`src/rtl/ldr_pkg.sv`:
```
package ldr_pkg;

  typedef enum logic [2:0] {
    LS_IDLE   = 3'd0,
    LS_SC     = 3'd1,
    LS_UBLK   = 3'd2,
    LS_USTART = 3'd3,
    LS_UEXEC  = 3'd4,
    LS_HALT   = 3'd5
  } ldr_state_e;

  typedef enum logic [1:0] {
    K_MICRO = 2'd0,
    K_ONE   = 2'd1,
    K_TWO   = 2'd2,
    K_HALT  = 2'd3
  } ldr_kind_e;

endpackage

```
`src/rtl/ldr_classify.sv`:
```
module ldr_classify
  import ldr_pkg::*;
(
  input  logic      one_byte,
  input  logic      second_byte,
  input  logic      prefix,
  input  logic      halt,
  output ldr_kind_e kind
);

  // Priority: halt, then hardwired one-byte (prefixes included), then two-byte.
  always_comb begin
    if (halt)                  kind = K_HALT;
    else if (one_byte | prefix) kind = K_ONE;
    else if (second_byte)       kind = K_TWO;
    else                        kind = K_MICRO;
  end

endmodule

```
`src/rtl/ldr_ir.sv`:
```
module ldr_ir #(
  parameter int          BYTE_W    = 8,
  parameter logic [BYTE_W-1:0] RESET_VAL = '0
) (
  input  logic              clk,
  input  logic              rst,
  input  logic              load,
  input  logic [BYTE_W-1:0] din,
  output logic [BYTE_W-1:0] dout
);

  always_ff @(posedge clk) begin
    if (rst)       dout <= RESET_VAL;
    else if (load) dout <= din;
  end

endmodule

```
`src/rtl/ldr_fsm.sv`:
```
module ldr_fsm
  import ldr_pkg::*;
(
  input  logic      clk,
  input  logic      rst,
  input  logic      q_valid,
  input  ldr_kind_e kind,
  input  logic      uc_last,
  input  logic      resume,
  output logic      fc,
  output logic      sc,
  output logic      pop_second,
  output logic      uc_start,
  output logic      uc_block
);

  ldr_state_e state, state_nx;
  logic in_ucode, ready, two_byte;

  assign in_ucode   = (state == LS_USTART) || (state == LS_UEXEC);
  assign ready      = (state == LS_IDLE) || (in_ucode && uc_last);
  assign two_byte   = (kind == K_TWO);
  assign fc         = ready && q_valid;
  assign sc         = (state == LS_SC) && (!two_byte || q_valid);
  assign pop_second = sc && two_byte;
  assign uc_start   = (state == LS_USTART);
  assign uc_block   = (state == LS_UBLK);

  always_comb begin
    state_nx = state;
    unique case (state)
      LS_IDLE: if (fc) state_nx = LS_SC;
      LS_SC: begin
        if (sc) begin
          unique case (kind)
            K_HALT:  state_nx = LS_HALT;
            K_ONE:   state_nx = LS_IDLE;
            K_TWO:   state_nx = LS_UBLK;
            default: state_nx = LS_USTART;
          endcase
        end
      end
      LS_UBLK: state_nx = LS_USTART;
      LS_USTART, LS_UEXEC: begin
        if (fc)           state_nx = LS_SC;
        else if (uc_last) state_nx = LS_IDLE;
        else              state_nx = LS_UEXEC;
      end
      LS_HALT: if (resume) state_nx = LS_IDLE;
      default: state_nx = LS_IDLE;
    endcase
  end

  always_ff @(posedge clk) begin
    if (rst) state <= LS_IDLE;
    else     state <= state_nx;
  end

  // no two opcode fetches in consecutive cycles
  a_r4_min_two_clocks: assert property (@(posedge clk) disable iff (rst)
    fc |=> !fc);
  // second byte is consumed only in the second-cycle phase
  a_r5_pop2_with_sc: assert property (@(posedge clk) disable iff (rst)
    pop_second |-> sc);
  // block follows the second-byte pop, start follows the block
  a_r6_block_after_pop2: assert property (@(posedge clk) disable iff (rst)
    pop_second |=> uc_block);
  a_r6_start_after_block: assert property (@(posedge clk) disable iff (rst)
    uc_block |=> uc_start);
  // phase strobes are mutually exclusive
  a_r3_phase_exclusive: assert property (@(posedge clk) disable iff (rst)
    $onehot0({sc, uc_start, uc_block}));
  // no queue traffic while halted
  a_r9_halt_no_pop: assert property (@(posedge clk) disable iff (rst)
    (state == LS_HALT) |-> (!fc && !pop_second));

endmodule

```
`src/rtl/insn_loader.sv`:
```
module insn_loader
  import ldr_pkg::*;
#(
  parameter int BYTE_W = 8
) (
  input  logic              clk,
  input  logic              rst,
  input  logic              q_valid,
  input  logic [BYTE_W-1:0] q_byte,
  input  logic              dec_one_byte,
  input  logic              dec_second_byte,
  input  logic              dec_prefix,
  input  logic              dec_halt,
  input  logic              uc_last,
  input  logic              resume,
  output logic              fc,
  output logic              sc,
  output logic              ir_load,
  output logic [BYTE_W-1:0] ir_byte,
  output logic              pop_first,
  output logic              pop_second,
  output logic              uc_start,
  output logic              uc_block
);

  ldr_kind_e kind;
  logic      fc_w;

  ldr_classify u_cls (
    .one_byte    (dec_one_byte),
    .second_byte (dec_second_byte),
    .prefix      (dec_prefix),
    .halt        (dec_halt),
    .kind        (kind)
  );

  ldr_fsm u_fsm (
    .clk        (clk),
    .rst        (rst),
    .q_valid    (q_valid),
    .kind       (kind),
    .uc_last    (uc_last),
    .resume     (resume),
    .fc         (fc_w),
    .sc         (sc),
    .pop_second (pop_second),
    .uc_start   (uc_start),
    .uc_block   (uc_block)
  );

  ldr_ir #(.BYTE_W(BYTE_W), .RESET_VAL('0)) u_ir (
    .clk  (clk),
    .rst  (rst),
    .load (fc_w),
    .din  (q_byte),
    .dout (ir_byte)
  );

  assign fc        = fc_w;
  assign ir_load   = fc_w;
  assign pop_first = fc_w;

  // instruction register only changes on a load
  a_r10_ir_hold: assert property (@(posedge clk) disable iff (rst)
    !ir_load |=> $stable(ir_byte));

endmodule

```
`config.mk`:
```
export PLATFORM = sky130hd
export DESIGN_NAME = insn_loader
export DESIGN_NICKNAME = d
export VERILOG_FILES = /design/src/rtl/ldr_pkg.sv /design/src/rtl/ldr_classify.sv /design/src/rtl/ldr_ir.sv /design/src/rtl/ldr_fsm.sv /design/src/rtl/insn_loader.sv
export SDC_FILE = /design/constraint.sdc
export NUM_CORES = 1
export LEC_CHECK = 0
export BUFFER_PORTS_ARGS = -buffer_cell sky130_fd_sc_hd__buf_2
export CAP_MARGIN = 10
export CORE_AREA = 2 2 43 75
export CTS_CLUSTER_DIAMETER = 100
export DETAILED_ROUTE_END_ITERATION = 8
export DIE_AREA = 0 0 45 77
export HOLD_SLACK_MARGIN = 0.1
export PLACE_DENSITY = 0.58
export SYNTH_ARGS = -nofsm -noshare
export SYNTH_HDL_FRONTEND = slang
export SYNTH_SLANG_ARGS = --single-unit
```
`constraint.sdc`:
```
create_clock -name clk -period 1.39 [get_ports clk]
set_input_delay 0.278 -clock clk [delete_from_list [all_inputs] [get_ports clk]]
set_output_delay 0.278 -clock clk [all_outputs]
set_load 0.01 [all_outputs]
```
==> impl_metrics.yaml <==
floorplanning:
  start_util: 0.243
  die_x_um: 45
  core_um2: 2860
  io-pin-count: 32
  dieHeight_um: 77
  die_area_um2: 3470
  rows: 26
logic_synthesis:
  ys.flop_type: "dfxtp_1"
  syn_nets: 102
  synth.distinct_cells: 30
  synth_xor_area_frac: 0
  synth-adder-area-share: 0.0360
  synthCells: 83
  synth-edff-count: 0
  synth_top_family_by_area: "simple AND/OR/NAND/NOR gates"
  synth-simple-area-share: 0.353
  synthArstFlopShare: 0
  avgSynthCellArea_um2: 8.38
  ys_ff_latch: 11
  synthesis.area_um2: 696
  synth.area.mux_share: 0.115
  synth_compound_area_frac: 0.113
  seq_area_frac_synth: 0.317
  yosys_warnings: 0
critical_path:
  r2r_slack_ns: 0.06
  critical_path_class: "in2out"
  timing.rr.start: "u_fsm.state[2]"
  slowest_stage: "or3_4"
  worstPathMaxFanout: 3
  cp_cell_sequence: "buf_6 -> or3_4 -> inv_4 -> ha_4 -> nor2b_4 -> nor3_2 -> buf_2"
  startpoint_type: "input port"
  cp.required_ns: 1.11
  end_kind: "output port"
  reg2reg_depth: 5
  worstReg2RegEnd: "u_ir.dout[6]"
  worstPathArrival_ns: 1.28
  max_stage_delay_ns: 0.40
clock_tree:
  clkLatencyLatePin_ns: 0.23
  htree_levels: 1
  clk_pin_slew_ns: 0.05
  cts_sinks: 11
  clockBufferDepth: 2
  cts_hold_buffers: 0
  root_buffer: "clkbuf_8"
  cts_tree: "yes"
  cts-buffers-inserted: 3
global_routing:
  grt_max_degree: 20
  first_global_vias: 698
  grt_pass1_wl_um: 2700
  grt_antenna_before_repair: 0
  track_usage: 0.102
  overflow: 0
power:
  p_clk_frac: 0.335
  power.internal_uw: 680
  p_sw_uw: 256
  powerDensity_nw_per_um2: 886
  seq_power_share: 0.385
  swShare: 0.273
  peakVddDrop_mv: 0.537
  leakagePower_nw: 0.499
  combPwrFrac: 0.280
status:
  violations: "negative setup slack"
  run_status: "finished with violations"
timing:
  period_needed_ns: 1.56
  hold_viol: 0
  max_freq_mhz: 640
  finalSetupViolCount: 5
  setup_ws_ns: -0.172
  finClkSkew_ns: 0.000605
  min_period_over_period: 1.12
  slew_violations: 0
  slew_headroom: 0.840
  worst-slew-pin-transition_ns: 0.237
  grt_setup_unrepaired: "true"
routing:
  dr.pass1.iters: 4
  wl_um: 1690
  via_count: 704
  wire_per_inst_um: 11.3
  drc: 0
  drtAntennaViolNets: 0
  initialDrtViolationCount: 10
  viasPerCell: 4.72
final_layout:
  layout_commonest_cell: "buf_2"
  drive_gt1_frac: 0.496
  final_cell_mix: "buf_2, nand2b_1, mux2i_1, buf_4, dfxtp_1"
  syn2layout_area_growth_pct: 51.8
  layout.nets: 141
  fin_util: 0.369
  fin_cells: 149
  antenna_cells: 0
min_path:
  hold_end: "u_ir.dout[2]"
  hold_depth: 3
  hold_path.class: "in2reg"
  min-delay-start: "q_byte[2]"
flow_run:
  max-cap-violations: 0
place:
  place.gp.congestion: 0.890
  dp.cells: 140
  dp.final_hpwl_um: 1260
  io_buffers: 31
## worst max-delay path, delay by kind of cell
kind / cells / cell delay (ns)
simple gates: 3 / 0.58
buf+inv: 3 / 0.29
fa+ha+maj: 1 / 0.14
## synth_stat cells, types with 2 or more instances
| library cell | n | area share |
|---|---|---|
| nand2_1 | 3 | 0.016 |
| buf_4 | 2 | 0.022 |
| nor3_1 | 4 | 0.029 |
| a21oi_1 | 5 | 0.036 |
| nor2b_1 | 3 | 0.027 |
| and2_1 | 2 | 0.018 |
| dfxtp_1 | 11 | 0.32 |
| ha_1 | 2 | 0.036 |
| nand2b_1 | 19 | 0.17 |
| mux2i_1 | 8 | 0.12 |
| nor2_1 | 5 | 0.027 |
## power by group through the flow
stage               Sequential [mW]  Combinational [mW]  Clock (mW)
finish                        0.361               0.262       0.313
detailed placement            0.368               0.217           0
global placement              0.367               0.213           0
CTS                           0.361               0.232       0.335
floorplan                     0.375               0.136           0
global route                  0.363               0.288       0.351
## worst max-delay path by stage
stage,from,to,slack [ns],cells past startpoint
2_1_floorplan,dec_halt,u_fsm.state[0],0.0003,7
3_3_place_gp,dec_halt,sc,-0.21,7
3_5_place_dp,dec_halt,sc,-0.25,7
4_1_cts,dec_one_byte,sc,-0.17,7
5_1_grt,dec_one_byte,sc,-0.20,7
6_report,dec_one_byte,sc,-0.17,7
## layer usage
metal,vias up,GRT usage,routed length [um]
li1,352,-,-
met4,0,0.0588,35
met3,6,0.0141,82
met5,-,0,0
met2,25,0.187,936
met1,321,0.0997,633
## sequential cells by signal, indices dropped and copies added, names as in the netlist
signal and flops:
u_fsm.state 3, u_ir.dout 8
## cell type report
type / instances / area (um^2)
clock buffers: 4 / 45.0
repair buffers: 40 / 239
multi-input cells: 64 / 498
well taps: 28 / 35.0
inverters: 2 / 10.0
flip-flops and latches: 11 / 229
fillers: 297 / 1810
## stage by stage
stage | setup WS, ns | total power [mW] | TNS [ns] | area (um^2) | hold WS (ns)
after detailed placement | -0.253 | 0.585 | -1.07 | 890 | 0.457
after floorplan | 0.000308 | 0.511 | 0 | 708 | 0.433
after global placement | -0.214 | 0.580 | -0.872 | 890 | 0.457
final | -0.172 | 0.936 | -0.631 | 1060 | 0.304
after CTS | -0.173 | 0.928 | -0.833 | 1000 | 0.292
after global routing | -0.204 | 1.00 | -0.868 | 1060 | 0.320
## kinds of logic (layout without fill, tap and decap cells)
| group | Yosys count | in the layout |
|---|---|---|
| muxes | 8 | 8 |
| DFF | 11 | 11 |
| buffers and inverters | 8 | 46 |
| AOI/OAI and AO/OA | 12 | 12 |
| and+or+nand+nor | 42 | 42 |
| adders and majority gates | 2 | 2 |
## timing repair
action                                  in CTS  in global routing
gates resized for setup                     12                  9
buffers inserted                             3                  3
endpoints found under the setup margin       7                 15
pin swaps                                    3                  3
Note: power is estimated with default switching activity, not from simulation.
